## config.mk

```make
export PLATFORM = sky130hd
export DESIGN_NAME = pfifo_host_ctrl
export DESIGN_NICKNAME = d
export VERILOG_FILES = /design/src/rtl/pfh_pkg.sv /design/src/rtl/pfh_flag_sync.sv /design/src/rtl/pfh_rx_stage.sv /design/src/rtl/pfh_seq.sv /design/src/rtl/pfifo_host_ctrl.sv
export SDC_FILE = /design/constraint.sdc
export NUM_CORES = 1
export LEC_CHECK = 0
export BUFFER_PORTS_ARGS = -buffer_cell sky130_fd_sc_hd__buf_2
export CORE_MARGIN = 2
export CORE_UTILIZATION = 44
export DETAILED_ROUTE_END_ITERATION = 8
export PLACE_DENSITY = 0.73
export SLEW_MARGIN = 25
export SYNTH_ARGS = -nofsm -noshare
export SYNTH_HDL_FRONTEND = slang
export SYNTH_HIERARCHICAL = 1
export SYNTH_SLANG_ARGS = --single-unit
```

## constraint.sdc

```tcl
create_clock -name clk -period 1.8 [get_ports clk]
set_input_delay 0.18 -clock clk [delete_from_list [all_inputs] [get_ports clk]]
set_output_delay 0.18 -clock clk [all_outputs]
set_load 0.01 [all_outputs]
```

## src/rtl/pfh_pkg.sv

```systemverilog
package pfh_pkg;
  typedef enum logic [2:0] {
    ST_IDLE  = 3'd0,
    ST_READ  = 3'd1,
    ST_SETUP = 3'd2,
    ST_WLOW  = 3'd3,
    ST_GAP   = 3'd4
  } seq_state_t;
endpackage

```

## src/rtl/pfh_flag_sync.sv

```systemverilog
module pfh_flag_sync #(
  parameter int WIDTH = 2
) (
  input  logic             clk,
  input  logic             rst_n,
  input  logic [WIDTH-1:0] async_in,
  output logic [WIDTH-1:0] sync_out
);
  logic [WIDTH-1:0] stage1_q;
  logic [WIDTH-1:0] stage2_q;

  // flags are active low: reset to the inactive (high) level
  always_ff @(posedge clk or negedge rst_n) begin
    if (!rst_n) begin
      stage1_q <= '1;
      stage2_q <= '1;
    end else begin
      stage1_q <= async_in;
      stage2_q <= stage1_q;
    end
  end

  assign sync_out = stage2_q;
endmodule

```

## src/rtl/pfh_rx_stage.sv

```systemverilog
module pfh_rx_stage #(
  parameter int DW = 8
) (
  input  logic          clk,
  input  logic          rst_n,
  input  logic          cap_en,
  input  logic [DW-1:0] cap_data,
  output logic          slot_free,
  output logic          rx_valid,
  input  logic          rx_ready,
  output logic [DW-1:0] rx_data
);
  logic          vld_q;
  logic [DW-1:0] dat_q;

  always_ff @(posedge clk or negedge rst_n) begin
    if (!rst_n) begin
      vld_q <= 1'b0;
      dat_q <= '0;
    end else if (cap_en) begin
      vld_q <= 1'b1;
      dat_q <= cap_data;
    end else if (vld_q && rx_ready) begin
      vld_q <= 1'b0;
    end
  end

  assign rx_valid  = vld_q;
  assign rx_data   = dat_q;
  assign slot_free = !vld_q;
endmodule

```

## src/rtl/pfh_seq.sv

```systemverilog
module pfh_seq
  import pfh_pkg::*;
#(
  parameter int DW         = 8,
  parameter int STROBE_CYC = 3,
  parameter int SETUP_CYC  = 2,
  parameter int GAP_CYC    = 3
) (
  input  logic          clk,
  input  logic          rst_n,
  input  logic          dav_ok,
  input  logic          spc_ok,
  input  logic          slot_free,
  input  logic          tx_valid,
  input  logic [DW-1:0] tx_data,
  output logic          tx_ready,
  output logic          rd_n,
  output logic          wr_n,
  output logic          bus_oe,
  output logic [DW-1:0] wdata,
  output logic          cap_en
);
  localparam int MAXC = (STROBE_CYC > SETUP_CYC) ?
                        ((STROBE_CYC > GAP_CYC) ? STROBE_CYC : GAP_CYC) :
                        ((SETUP_CYC > GAP_CYC) ? SETUP_CYC : GAP_CYC);
  localparam int CW = $clog2(MAXC + 1);
  localparam logic [CW-1:0] STB_LD = CW'(STROBE_CYC - 1);
  localparam logic [CW-1:0] SET_LD = CW'(SETUP_CYC - 1);
  localparam logic [CW-1:0] GAP_LD = CW'(GAP_CYC - 1);

  seq_state_t    st_q, st_d;
  logic [CW-1:0] cnt_q, cnt_d;
  logic          rd_n_q, wr_n_q, oe_q;
  logic [DW-1:0] wdata_q;
  logic          read_go, write_go, cnt_done;

  assign cnt_done = (cnt_q == '0);
  // a read wins whenever one is permitted in the idle state
  assign read_go  = (st_q == ST_IDLE) && dav_ok && slot_free;
  assign tx_ready = (st_q == ST_IDLE) && spc_ok && !read_go;
  assign write_go = tx_ready && tx_valid;

  always_comb begin
    st_d   = st_q;
    cnt_d  = cnt_q;
    cap_en = 1'b0;
    unique case (st_q)
      ST_IDLE: begin
        if (read_go) begin
          st_d  = ST_READ;
          cnt_d = STB_LD;
        end else if (write_go) begin
          st_d  = ST_SETUP;
          cnt_d = SET_LD;
        end
      end
      ST_READ: begin
        if (cnt_done) begin
          cap_en = 1'b1;
          st_d   = ST_GAP;
          cnt_d  = GAP_LD;
        end else begin
          cnt_d = cnt_q - 1'b1;
        end
      end
      ST_SETUP: begin
        if (cnt_done) begin
          st_d  = ST_WLOW;
          cnt_d = STB_LD;
        end else begin
          cnt_d = cnt_q - 1'b1;
        end
      end
      ST_WLOW: begin
        if (cnt_done) begin
          st_d  = ST_GAP;
          cnt_d = GAP_LD;
        end else begin
          cnt_d = cnt_q - 1'b1;
        end
      end
      ST_GAP: begin
        if (cnt_done) st_d = ST_IDLE;
        else          cnt_d = cnt_q - 1'b1;
      end
      default: begin
        st_d  = ST_IDLE;
        cnt_d = '0;
      end
    endcase
  end

  // pin levels come from flops loaded with the next state decode
  always_ff @(posedge clk or negedge rst_n) begin
    if (!rst_n) begin
      st_q    <= ST_IDLE;
      cnt_q   <= '0;
      rd_n_q  <= 1'b1;
      wr_n_q  <= 1'b1;
      oe_q    <= 1'b0;
      wdata_q <= '0;
    end else begin
      st_q   <= st_d;
      cnt_q  <= cnt_d;
      rd_n_q <= (st_d != ST_READ);
      wr_n_q <= (st_d != ST_WLOW);
      oe_q   <= (st_d == ST_SETUP) || (st_d == ST_WLOW);
      if (write_go) wdata_q <= tx_data;
    end
  end

  assign rd_n   = rd_n_q;
  assign wr_n   = wr_n_q;
  assign bus_oe = oe_q;
  assign wdata  = wdata_q;
endmodule

```

## src/rtl/pfifo_host_ctrl.sv

```systemverilog
module pfifo_host_ctrl #(
  parameter int DW         = 8,
  parameter int STROBE_CYC = 3,
  parameter int SETUP_CYC  = 2,
  parameter int GAP_CYC    = 3
) (
  input  logic          clk,
  input  logic          rst_n,
  input  logic          tx_valid,
  output logic          tx_ready,
  input  logic [DW-1:0] tx_data,
  output logic          rx_valid,
  input  logic          rx_ready,
  output logic [DW-1:0] rx_data,
  input  logic [DW-1:0] bus_din,
  output logic [DW-1:0] bus_dout,
  output logic          bus_oe,
  output logic          rd_n,
  output logic          wr_n,
  input  logic          dav_n,
  input  logic          spc_n
);
  localparam int NFLAG = 2;

  initial begin
    if (STROBE_CYC < 2 || SETUP_CYC < 2 || GAP_CYC < 2)
      $error("cycle-count parameters must be at least 2");
  end

  logic [NFLAG-1:0] flags_sync;
  logic             slot_free, cap_en;

  pfh_flag_sync #(.WIDTH(NFLAG)) u_sync (
    .clk      (clk),
    .rst_n    (rst_n),
    .async_in ({spc_n, dav_n}),
    .sync_out (flags_sync)
  );

  pfh_seq #(
    .DW(DW), .STROBE_CYC(STROBE_CYC), .SETUP_CYC(SETUP_CYC), .GAP_CYC(GAP_CYC)
  ) u_seq (
    .clk       (clk),
    .rst_n     (rst_n),
    .dav_ok    (!flags_sync[0]),
    .spc_ok    (!flags_sync[1]),
    .slot_free (slot_free),
    .tx_valid  (tx_valid),
    .tx_data   (tx_data),
    .tx_ready  (tx_ready),
    .rd_n      (rd_n),
    .wr_n      (wr_n),
    .bus_oe    (bus_oe),
    .wdata     (bus_dout),
    .cap_en    (cap_en)
  );

  pfh_rx_stage #(.DW(DW)) u_rx (
    .clk       (clk),
    .rst_n     (rst_n),
    .cap_en    (cap_en),
    .cap_data  (bus_din),
    .slot_free (slot_free),
    .rx_valid  (rx_valid),
    .rx_ready  (rx_ready),
    .rx_data   (rx_data)
  );
endmodule

```

Word level (Yosys, flattened, before mapping). Cells that the tools add are included.

Register bits: 29. Input bits: 22. Output and inout bits: 21. Word-level logic and storage cells: 53.

Add/subtract/negate cells: 1. Equal/unequal tests: 10. Muxes and demuxes: 15. Reduce and logical (&&, ||, !) cells: 17.

Operators by type and width (count): 3-bit 2-to-1 mux (5); 3-bit by 2-bit == test with 1-bit output (second input constant) (4); 3-bit case mux with 4 select lines (1); 2-bit 2-to-1 mux (4); 1-bit logical AND (6); 3-bit by 1-bit inequality test with 1-bit output (second input constant) (2); 2-bit case mux with 3 select lines (1); 1-bit logical NOT (4); 1-bit 2-to-1 mux (4); 3-bit by 1-bit == test with 1-bit output (second input constant) (1); 3-bit == test (second input constant) (1); 3-bit logical NOT (1); 3-bit by 2-bit inequality test with 1-bit output (second input constant) (1); 3-bit OR reduction (1); 2-bit logical NOT (1); 2-bit inequality test (second input constant) (1); 2-bit AND reduction (1); 2-bit nonzero test (1); 2-bit OR reduction (1); 2-bit by 1-bit subtractor with 2-bit output (second input constant) (1); 1-bit logical OR (1).

Depth between registers and ports, before layout. Gate-level depths: netlist (run 1).

Depth in word-level cells: 11. Gate-level depth with buffers: 7. Gate-level depth less buffers: 5.

By module. Netlist (run 1), hierarchy kept.

Modules (own cells, without submodules): pfh_seq (times used 1, cells each 65, area an instance 815.8 µm², seq. area each 402.9 µm²); pfh_rx_stage (times used 1, cells each 20, area an instance 367.9 µm², seq. area each 225.2 µm²); pfh_flag_sync (times used 1, cells each 4, area an instance 105.1 µm², seq. area each 105.1 µm²); pfifo_host_ctrl (times used 1, cells each 2, area an instance 7.5 µm², seq. area each 0.0 µm²).

Least setup slack after synthesis (run 1). OpenSTA, ideal clock, no wires.

Kind: register -> register. From: register u_seq.cnt_q[0]. To: register u_rx.dat_q[0] (netlist: u_rx/rx_data[0]). Setup time: 0.125 ns. Data arrival time: 1.561 ns. Required time: 1.675 ns. Setup slack: 0.114 ns. Stages on the path, launching flop included: 8. Buffers on the path: 2. Period minus slack after synthesis: 1.686 ns. Path through: dfrtp_1 inv_1 ha_1 clkbuf_1 nand2_1 nor3_1 buf_6 mux2_4.

Longest elaborated chain between the ends: 3.

RTL lines: from (decl) (RTL line pfh_seq.sv:32) `logic [CW-1:0] cnt_q, cnt_d;`; from (signal assigned) (RTL line pfh_seq.sv:104) `cnt_q <= cnt_d;`; 2-bit logical NOT (RTL line pfh_seq.sv:37) `assign cnt_done = (cnt_q == '0);`; 1-bit 2-to-1 mux (RTL line pfh_seq.sv:58) `if (cnt_done) begin`; 1-bit 2-to-1 mux (RTL line pfh_seq.sv:47) `unique case (st_q)`; via cap_en (RTL line pfifo_host_ctrl.sv:31) `logic slot_free, cap_en;`; to (signal assigned) (RTL line pfh_rx_stage.sv:22) `dat_q <= cap_data;`; to (decl) (RTL line pfh_rx_stage.sv:14) `logic [DW-1:0] dat_q;`.

The timed path passes the listed nets, and every way through them passes these cells. A chain may end at the register's enable or synchronous reset.

Worst setup path after layout (run 1).
From: register u_sync.stage2_q[0] (netlist: u_sync/sync_out[0]). To: register u_seq.wdata_q[7] (netlist: u_seq/wdata[7]).

Longest elaborated chain between the ends: 6.

RTL lines: from (decl) (RTL line pfh_flag_sync.sv:10) `logic [WIDTH-1:0] stage2_q;`; from (signal assigned) (RTL line pfh_flag_sync.sv:19) `stage2_q <= stage1_q;`; 1-bit logical NOT (RTL line pfifo_host_ctrl.sv:45) `.dav_ok (!flags_sync[0]),`; 1-bit logical AND (2 in a row) (RTL line pfh_seq.sv:39) `assign read_go = (st_q == ST_IDLE) && dav_ok && slot_free;`; 1-bit logical NOT (RTL line pfh_seq.sv:40) `assign tx_ready = (st_q == ST_IDLE) && spc_ok && !read_go;`; 1-bit logical AND (RTL line pfh_seq.sv:40); 1-bit logical AND (RTL line pfh_seq.sv:41) `assign write_go = tx_ready && tx_valid;`; to (signal assigned) (RTL line pfh_seq.sv:108) `if (write_go) wdata_q <= tx_data;`; to (decl) (RTL line pfh_seq.sv:34) `logic [DW-1:0] wdata_q;`.

No other way between the ends.

==> run summary, run 1 <==
run status: finished clean
port buffer count: 42
Post-Route WL: 2430 um
Post-Synth Simple-Gate Area: 0.0685
Setup crit end kind: flip-flop
GRT Overall Usage: 0.161
initial antenna violation count: 0
share of cells above drive strength 1: 0.604
# diodes: 0
vias after detailed routing: 894
PwrDens: 1820 nW/um^2
clock sink total: 29
root buffer cell: clkbuf_4
Die Span X: 58.3 um
P_sw: 1030 uW
DP Area: 1560 um^2
initial core utilization: 0.466
vias in the first global route: 900
syn nets: 115
first-pass GRT wire length: 4020 um
Worst EP required: 2.01 ns
largest net degree at the start of global routing: 30
fin area: 1740 um^2
Min-Delay Path Class: input pin to flip-flop
DP HPWL: 1660 um
gpl congestion: 0.778
Max IR drop VDD: 1.29 mV
WL/cell: 13.5 um
H-tree Lvls: 2
largest family of logic cells by synthesized area: multiplexers
Final Cycle Share: 0.994
chip height: 58.3 um
number of core rows: 19
Worst-Skew Late Latency: 0.32 ns
DRC viols: 0
post-synthesis sequential area ratio: 0.566
nets@finish: 172
Tmin final: 1.79 ns
final setup fails: 0
busiest grt layer: met2
Flop pwr share: 0.357
crit path max fanout: 5
Final Hold Viols: 0
Slew @ Worst Pin: 0.606 ns
final setup TNS: 0 ns
router iterations before antenna repair: 4
Clock transition at path regs: 0.09 ns
Ys Warns: 6
Max Clock Freq: 559 MHz
grt total ovfl: 0
post-synthesis mux area share: 0.194
Post-Syn Instances: 91
GR Util met1: 0.188
Core Util, Final: 0.626
initial drt markers: 16
Comb power frac: 0.471
I/O pin total: 43
clock share of power: 0.172
Synth Area in Compound Gates: 0.0927
CTS tree: done
Synth cell types: 31
Post-DRT Antenna Nets: 0
Max-slew headroom: 0.596
Synth Area in Adders: 0.0193
PnR Total Power: 3170 uW
Avg Cell Area, Syn: 14.2 um^2
Pleak: 0.000878 uW
Max-cap violations: 0
met2 Use GR: 0.266
Worst Skew: 0.00853 ns
Die Area: 3400 um^2
met3 usage: 0.0714
RSZ-0062 raised after global routing: yes
cell internal pwr: 2140 uW
Avg Vias per Cell: 4.97
clock tree buffer depth: 2
WP data arrival: 2.00 ns
Slew Viols, Final: 0
area delta synth->final: 34.4%
Syn Std Cell Area: 1300 um^2
Core Box Area: 2780 um^2
post-synthesis register bit count: 29
clock buffer count from CTS: 5
Synth Area in XOR/XNOR: 0.00676
Crit Path Class: flip-flop to flip-flop
startpoint types: flip-flop
Sw Share: 0.324
-- metal layers --
layer | share of wire | vias up
met3 | 0.084 | 2
met1 | 0.42 | 425
met5 | 0 | -
li1 | - | 425
met4 | 0.0058 | 0
met2 | 0.49 | 42
-- cell usage in the layout (no fill, tap or decap), types with 2 or more instances in the layout --
master         count
nand2b_1           2
buf_2             41
ha_1               2
dlygate4sd3_1      3
inv_1              5
dfrtp_1           23
clkbuf_4           5
mux2_4            16
nor2_1             2
a31o_2             2
nand3b_1           2
nand2_1            6
buf_4              9
dfstp_2            6
-- critical path, stage by stage, from the launching register on --
cell and delay, ns:
dfstp_2 0.53, inv_2 0.05, a2111oi_4 0.30, buf_4 0.16
and2b_2 0.20, clkbuf_16 0.16, mux2_4 0.29
-- logic make-up (layout without fill, tap and decap cells) --
logic type / after synthesis / in the layout
AOI/OAI and AO/OA: 13 / 13
buffers and inverters: 12 / 70
muxes: 17 / 17
and+or+nand+nor: 17 / 17
DFF: 29 / 29
adders and majority gates: 2 / 2
xor gates and xnor gates: 1 / 1
-- layout make-up --
cell class | instances | area [um^2]
Multi-Input combinational cell | 50 | 503
Timing Repair Buffer | 56 | 359
Inverter | 6 | 22.5
Tap cell | 31 | 38.8
Fill cell | 228 | 1040
Clock buffer | 7 | 55.1
Clock inverter | 1 | 30.0
Sequential cell | 29 | 733
-- registers in the layout, summed over array words and instances (netlist names) --
name and flops:
u_seq/st_q 3, u_seq/wdata 8, u_seq/wr_n 1, u_rx/rx_data 8
u_seq/cnt_q 2, u_seq/rd_n 1, u_rx/rx_valid 1, u_sync/sync_out 2
u_seq/bus_oe 1, u_sync/stage1_q 2
-- power by group through the flow --
stage	Combinational, uW	Clock, uW	Sequential [uW]
floorplan	903	0	1210
global placement	1380	0	1130
detailed placement	1430	0	1140
CTS	1490	572	1130
global route	1640	602	1170
finish	1490	547	1130
-- cells in the mapped netlist --
cell | count | share of area
buf_2 | 1 | 0.0039
nand3_1 | 1 | 0.0039
a31o_2 | 2 | 0.014
dfstp_2 | 6 | 0.12
a31oi_1 | 1 | 0.0048
o32a_1 | 1 | 0.0077
nand2b_1 | 2 | 0.0097
mux2_4 | 16 | 0.19
xor2_1 | 1 | 0.0068
dfrtp_1 | 23 | 0.44
a21o_1 | 1 | 0.0058
a21oi_1 | 1 | 0.0039
o21ai_0 | 1 | 0.0039
and2b_1 | 1 | 0.0058
a32oi_1 | 1 | 0.0068
o22ai_1 | 1 | 0.0048
buf_6 | 3 | 0.026
mux2_2 | 1 | 0.0087
nor3_1 | 1 | 0.0039
nor3b_1 | 1 | 0.0058
o22a_1 | 1 | 0.0068
and2_1 | 1 | 0.0048
o211a_1 | 1 | 0.0077
nand3b_1 | 2 | 0.012
a2111oi_4 | 1 | 0.021
nor2_1 | 2 | 0.0058
nand2_1 | 6 | 0.017
clkbuf_1 | 2 | 0.0058
inv_1 | 6 | 0.017
ha_1 | 2 | 0.019
o21bai_1 | 1 | 0.0058
-- path summary, 6_finish.rpt --
path | start | end | slack [ns] | cells after the start
worst max-delay path | u_sync/sync_out[0] | u_seq/wdata[7] | 0.01 | 6
worst min-delay path | rx_ready | u_rx/rx_valid | 0.04 | 2
worst max register to register | u_sync/sync_out[0] | u_seq/wdata[7] | 0.01 | 6
worst min register to register | u_sync/stage1_q[1] | u_sync/sync_out[1] | 0.36 | 0
max in group asynchronous | rst_n | u_seq/cnt_q[1] | 1.00 | 2
min in group asynchronous | rst_n | u_seq/st_q[0] | 0.39 | 2
-- through the flow --
| step | std cells | setup slack [ns] | hold WS (ns) |
|---|---|---|---|
| global placement | 164 | 0.165 | 0.229 |
| CTS | 178 | -0.0437 | 0.0236 |
| detailed placement | 164 | 0.125 | 0.241 |
| global route | 180 | -0.0511 | 0.0241 |
| floorplan | 91 | 0.114 | -0.116 |
| finish | 180 | 0.0115 | 0.0394 |
-- timing repair --
item                                   CTS  global route
hold buffers                             3             0
buffers inserted                         3             1
gates cloned                             0             1
setup endpoints to repair                1             9
pin swaps                                2             1
gates resized for setup                  3             1
endpoints found under the hold margin   25             0
Power figures use the tool's default switching activity.
==> inputs of run 2 (changes only) <==
==> constraint.sdc (replaced) <==
create_clock -name clk -period 1.5 [get_ports clk]
set_input_delay 0.15 -clock clk [delete_from_list [all_inputs] [get_ports clk]]
set_output_delay 0.15 -clock clk [all_outputs]
set_load 0.01 [all_outputs]
==> run summary, run 2 (same netlist as run 1, synthesis figures left out) <==
Crit Path Class: flip-flop to output port (was flip-flop to flip-flop)
Post-DRT Antenna Nets: 0 (unchanged)
run status: finished, violations left (was finished clean)
Worst-Skew Late Latency: 0.32 ns (about the same)
crit path max fanout: 2 (was 5)
initial core utilization: 0.466 (unchanged)
initial drt markers: 18 (was 16)
vias in the first global route: 922 (was 900)
H-tree Lvls: 2 (unchanged)
grt total ovfl: 0 (unchanged)
RSZ-0062 raised after global routing: yes (unchanged)
commonest non-fill, non-tap cell in the layout: buf_2 (unchanged)
port buffer count: 42 (unchanged)
Pleak: 0.000913 uW (was 0.000878 uW)
initial antenna violation count: 0 (unchanged)
Finished Layout Cells: 189 (was 180)
placed cells: 168 (was 164)
Max-slew headroom: 0.573 (was 0.596)
GRT Overall Usage: 0.173 (was 0.161)
Avg Vias per Cell: 5.04 (was 4.97)
WL/cell: 14.0 um (was 13.5 um)
Max Clock Freq: 569 MHz
WP data arrival: 1.61 ns (was 2.00 ns)
Worst Skew: 0.00546 ns (was 0.00853 ns)
final setup fails: 13 (was 0)
clock sink total: 29 (unchanged)
DP Area: 1590 um^2 (was 1560 um^2)
fin area: 1820 um^2 (was 1740 um^2)
Die Span X: 58.3 um (unchanged)
Slew @ Worst Pin: 0.640 ns (was 0.606 ns)
Final Cycle Share: 1.17
Core Box Area: 2780 um^2 (unchanged)
Final Hold Viols: 0 (unchanged)
Max-cap violations: 0 (unchanged)
DRC viols: 0 (unchanged)
root buffer cell: clkbuf_4 (unchanged)
share of cells above drive strength 1: 0.652 (was 0.604)
Worst EP required: 1.35 ns (was 2.01 ns)
first-pass GRT wire length: 4240 um (was 4020 um)
largest net degree at the start of global routing: 30 (unchanged)
vias after detailed routing: 952 (was 894)
Max IR drop VDD: 1.55 mV (was 1.29 mV)
I/O pin total: 43 (unchanged)
Setup crit end kind: output port (was flip-flop)
area delta synth->final: 40.3% (was 34.4%)
gpl congestion: 0.831 (was 0.778)
Die Area: 3400 um^2 (unchanged)
DP HPWL: 1720 um (was 1660 um)
failing checks: negative setup slack
filler cell count in the final layout: 214 (was 228)
number of core rows: 19 (unchanged)
# diodes: 0 (unchanged)
Slew Viols, Final: 0 (unchanged)
setup ws final: -0.258 ns (was 0.0115 ns)
Clock transition at path regs: 0.10 ns (was 0.09 ns)
Tmin final: 1.76 ns
nets@finish: 181 (was 172)
clock buffer count from CTS: 5 (unchanged)
Post-Route WL: 2650 um (was 2430 um)
clock tree buffer depth: 2 (unchanged)
pre-CTS setup slack: -0.149 ns (was 0.125 ns)
router iterations before antenna repair: 4 (unchanged)
final setup TNS: -1.79 ns (was 0 ns)
PwrDens: 2170 nW/um^2 (was 1820 nW/um^2)
Min-Delay Path Class: input pin to flip-flop (unchanged)
CTS tree: done (unchanged)
startpoint types: flip-flop (unchanged)
chip height: 58.3 um (unchanged)
commonest non-fill, non-tap cells in the layout: buf_2 (42), dfrtp_1 (23), mux2_4 (17), buf_4 (14), dfstp_2 (6) (was buf_2 (41), dfrtp_1 (23), mux2_4 (16), buf_4 (9))
run 2: per-layer routing:
layer / vias to the layer above / wire (um) / global-route usage
met5: - / 0 / 0
met4: 0 / 44 / 0.0598
met3: 6 / 174 / 0.0692
met2: 38 / 1310 / 0.274
met1: 461 / 1120 / 0.213
li1: 447 / - / -
run 2: worst paths after layout:
check / start / to / slack (ns) / cells past startpoint
setup / recovery: u_sync/sync_out[0] / tx_ready / -0.26 / 5
hold / removal: bus_din[6] / u_rx/rx_data[6] / 0.05 / 2
setup reg to reg: u_sync/sync_out[0] / u_seq/cnt_q[1] / -0.21 / 7
hold reg to reg: u_sync/stage1_q[0] / u_sync/sync_out[0] / 0.36 / 0
max in group asynchronous: rst_n / u_seq/st_q[0] / 0.71 / 2
min in group asynchronous: rst_n / u_seq/cnt_q[0] / 0.37 / 2
run 2: layout make-up:
| cell class | count | area [um^2] | area share |
|---|---|---|---|
| sequential | 29 | 733 | 0.403 |
| multi-input combinational | 50 | 549 | 0.302 |
| timing repair buffer | 65 | 420 | 0.231 |
| tap | 31 | 38.8 | 0.0213 |
| clock buffer | 5 | 37.5 | 0.0206 |
| inverter | 6 | 22.5 | 0.0124 |
| clock inverter | 3 | 17.5 | 0.00963 |
run 2: critical path, cell delays in order, from the launching register on:
cell       delay [ns]
dfstp_2          0.54
inv_2            0.04
a2111oi_4        0.29
buf_4            0.17
and2_1           0.12
buf_2            0.12
run 2: through the flow:
step,hold slack [ns],power [uW],utilization
2_1_floorplan,-0.146,2590,-
3_3_place_gp,0.189,3090,0.573
3_5_place_dp,0.208,3160,0.573
4_1_cts,0.0343,3870,0.646
5_1_grt,0.0177,4210,0.654
6_report,0.0507,3950,0.654
run 2: report_power, final:
group          internal, uW  switching (uW)
Combinational          1230             917
Sequential             1150             199
Clock                   176             274
run 2: repair_timing:
action / CTS / global route
setup buffers: 4 / 6
setup endpoints to repair: 18 / 19
resized for setup: 11 / 5
pin swaps: 2 / 0
hold endpoints to repair: 26 / 0
gates cloned: 2 / 0
hold buffers: 4 / 0
==> inputs of run 3 (changes only) <==
==> constraint.sdc (replaced) <==
create_clock -name clk -period 1.5 [get_ports clk]
set_input_delay 0.3 -clock clk [delete_from_list [all_inputs] [get_ports clk]]
set_output_delay 0.3 -clock clk [all_outputs]
set_load 0.01 [all_outputs]
==> run summary, run 3 (same netlist as run 1, synthesis figures left out) <==
vias in the first global route: 955 (was 922)
Max Clock Freq: 523 MHz (was 569 MHz)
P_sw: 1440 uW (was 1390 uW)
Core Box Area: 2780 um^2 (unchanged)
initial core utilization: 0.466 (unchanged)
failing checks: negative setup slack (unchanged)
area delta synth->final: 40.7% (was 40.3%)
worst reg-to-reg path cell count: 6 (was 7)
clock tree buffer depth: 2 (unchanged)
initial antenna violation count: 0 (unchanged)
Die Area: 3400 um^2 (unchanged)
Min-Delay Path Class: input pin to flip-flop (unchanged)
DRC viols: 0 (unchanged)
Comb power frac: 0.553 (was 0.545)
nets@finish: 181 (unchanged)
Post-Route WL: 2820 um (was 2650 um)
run status: finished, violations left (unchanged)
Max-cap violations: 0 (unchanged)
Slew @ Worst Pin: 0.633 ns (was 0.640 ns)
hold depth: 1 (was 2)
vias after detailed routing: 944 (was 952)
port buffer count: 42 (unchanged)
worst hold slack: 0.0575 ns (was 0.0507 ns)
initial drt markers: 11 (was 18)
DP HPWL: 1730 um (was 1720 um)
WL/cell: 14.9 um (was 14.0 um)
RSZ-0062 raised after global routing: yes (unchanged)
Reg-to-Reg End: u_seq/wdata[3] (was u_seq/cnt_q[1])
first-pass GRT wire length: 4540 um (was 4240 um)
clock share of power: 0.116 (was 0.114)
chip height: 58.3 um (unchanged)
CTS tree: done (unchanged)
Setup crit end kind: output port (unchanged)
Critical R2R Launch: u_sync/sync_out[0] (unchanged)
Pleak: 0.000920 uW (was 0.000913 uW)
Max IR drop VDD: 1.60 mV (was 1.55 mV)
final setup TNS: -2.82 ns (was -1.79 ns)
commonest non-fill, non-tap cell in the layout: buf_2 (unchanged)
GRT Overall Usage: 0.185 (was 0.173)
Post-DRT Antenna Nets: 0 (unchanged)
gpl congestion: 0.856 (was 0.831)
# diodes: 0 (unchanged)
Clock transition at path regs: 0.09 ns (was 0.10 ns)
number of core rows: 19 (unchanged)
final setup fails: 17 (was 13)
Core Util, Final: 0.656 (was 0.654)
PnR Total Power: 4050 uW (was 3950 uW)
Flop pwr share: 0.331 (was 0.341)
crit path max fanout: 2 (unchanged)
commonest non-fill, non-tap cells in the layout: buf_2 (42), dfrtp_1 (23), mux2_4 (17), buf_4 (16), dfstp_2 (6) (was buf_2 (42), dfrtp_1 (23), mux2_4 (17), buf_4 (14), dfstp_2 (6))
Max-slew headroom: 0.578 (was 0.573)
Avg Vias per Cell: 4.99 (was 5.04)
hold endpoint: u_sync/stage1_q[0] (was u_rx/rx_data[6])
I/O pin total: 43 (unchanged)
PwrDens: 2220 nW/um^2 (was 2170 nW/um^2)
flop2flop setup slack: -0.26 ns (was -0.21 ns)
Sw Share: 0.355 (was 0.352)
Final Hold Viols: 0 (unchanged)
clock buffer count from CTS: 5 (unchanged)
Min-Delay Startpoint: dav_n (was bus_din[6])
Crit Path Class: flip-flop to output port (unchanged)
Worst Skew: 0.00479 ns (was 0.00546 ns)
Die Span X: 58.3 um (unchanged)
H-tree Lvls: 2 (unchanged)
grt total ovfl: 0 (unchanged)
router iterations before antenna repair: 2 (was 4)
cell internal pwr: 2620 uW (was 2550 uW)
Worst-Skew Late Latency: 0.33 ns (was 0.32 ns)
Tmin final: 1.91 ns (was 1.76 ns)
Final Cycle Share: 1.27 (was 1.17)
largest net degree at the start of global routing: 30 (unchanged)
startpoint types: flip-flop (unchanged)
setup ws final: -0.411 ns (was -0.258 ns)
Worst EP required: 1.20 ns (was 1.35 ns)
pre-CTS setup slack: -0.139 ns (was -0.149 ns)
Slew Viols, Final: 0 (unchanged)
clock sink total: 29 (unchanged)
WP data arrival: 1.61 ns (about the same)
root buffer cell: clkbuf_4 (unchanged)
share of cells above drive strength 1: 0.671 (was 0.652)
==> run 3: final cells by class <==
class                           instances  area, um^2
Multi-Input combinational cell         50         558
Sequential cell                        29         733
Fill cell                             216         957
Clock inverter                          3        17.5
Inverter                                6        22.5
Clock buffer                            5        37.5
Tap cell                               31        38.8
Timing Repair Buffer                   65         417
==> run 3: per-stage QoR <==
| step | cell area (um^2) | cells |
|---|---|---|
| 2_1_floorplan | 1310 | 91 |
| 3_3_place_gp | 1590 | 168 |
| 3_5_place_dp | 1590 | 168 |
| 4_1_cts | 1790 | 185 |
| 5_1_grt | 1820 | 189 |
| 6_report | 1820 | 189 |
==> run 3: how the worst max path moves through the flow <==
| stage | start | end | slack, ns | cells past startpoint |
|---|---|---|---|---|
| 6_report | u_sync/sync_out[0] | tx_ready | -0.41 | 5 |
| 2_1_floorplan | u_sync/sync_out[0] | u_seq/wdata[0] | -0.12 | 5 |
| 5_1_grt | u_sync/sync_out[0] | tx_ready | -0.51 | 5 |
| 4_1_cts | u_sync/sync_out[0] | tx_ready | -0.41 | 5 |
| 3_3_place_gp | u_sync/sync_out[0] | u_seq/wdata[0] | -0.11 | 5 |
| 3_5_place_dp | u_sync/sync_out[0] | u_seq/wdata[3] | -0.14 | 5 |
==> run 3: timing repair <==
action,in CTS,in global routing
pin swaps,2,0
gates cloned,2,0
setup endpoints to repair,18,19
hold buffers,1,0
endpoints found under the hold margin,23,0
resized for setup,13,7
buffers inserted,6,9
==> run 3: power by group through the flow <==
stage | combinational [uW] | clock (uW) | sequential, uW
after global routing | 2410 | 533 | 1380
final | 2240 | 469 | 1340
after global placement | 1750 | 0 | 1340
after floorplan | 1130 | 0 | 1460
after detailed placement | 1800 | 0 | 1350
after CTS | 2110 | 487 | 1340
==> run 3: worst max-delay path, cell delays in order, from the launching register on <==
cell	delay, ns
dfstp_2	0.54
inv_2	0.05
a2111oi_4	0.29
buf_4	0.17
and2_1	0.11
buf_2	0.12
==> run 3: per-layer routing <==
| metal | up-vias | GRT usage | wire length [um] |
|---|---|---|---|
| met5 | - | 0 | 0 |
| met4 | 0 | 0.0698 | 39 |
| met3 | 5 | 0.0692 | 201 |
| met2 | 37 | 0.303 | 1400 |
| met1 | 456 | 0.219 | 1180 |
| li1 | 446 | - | - |
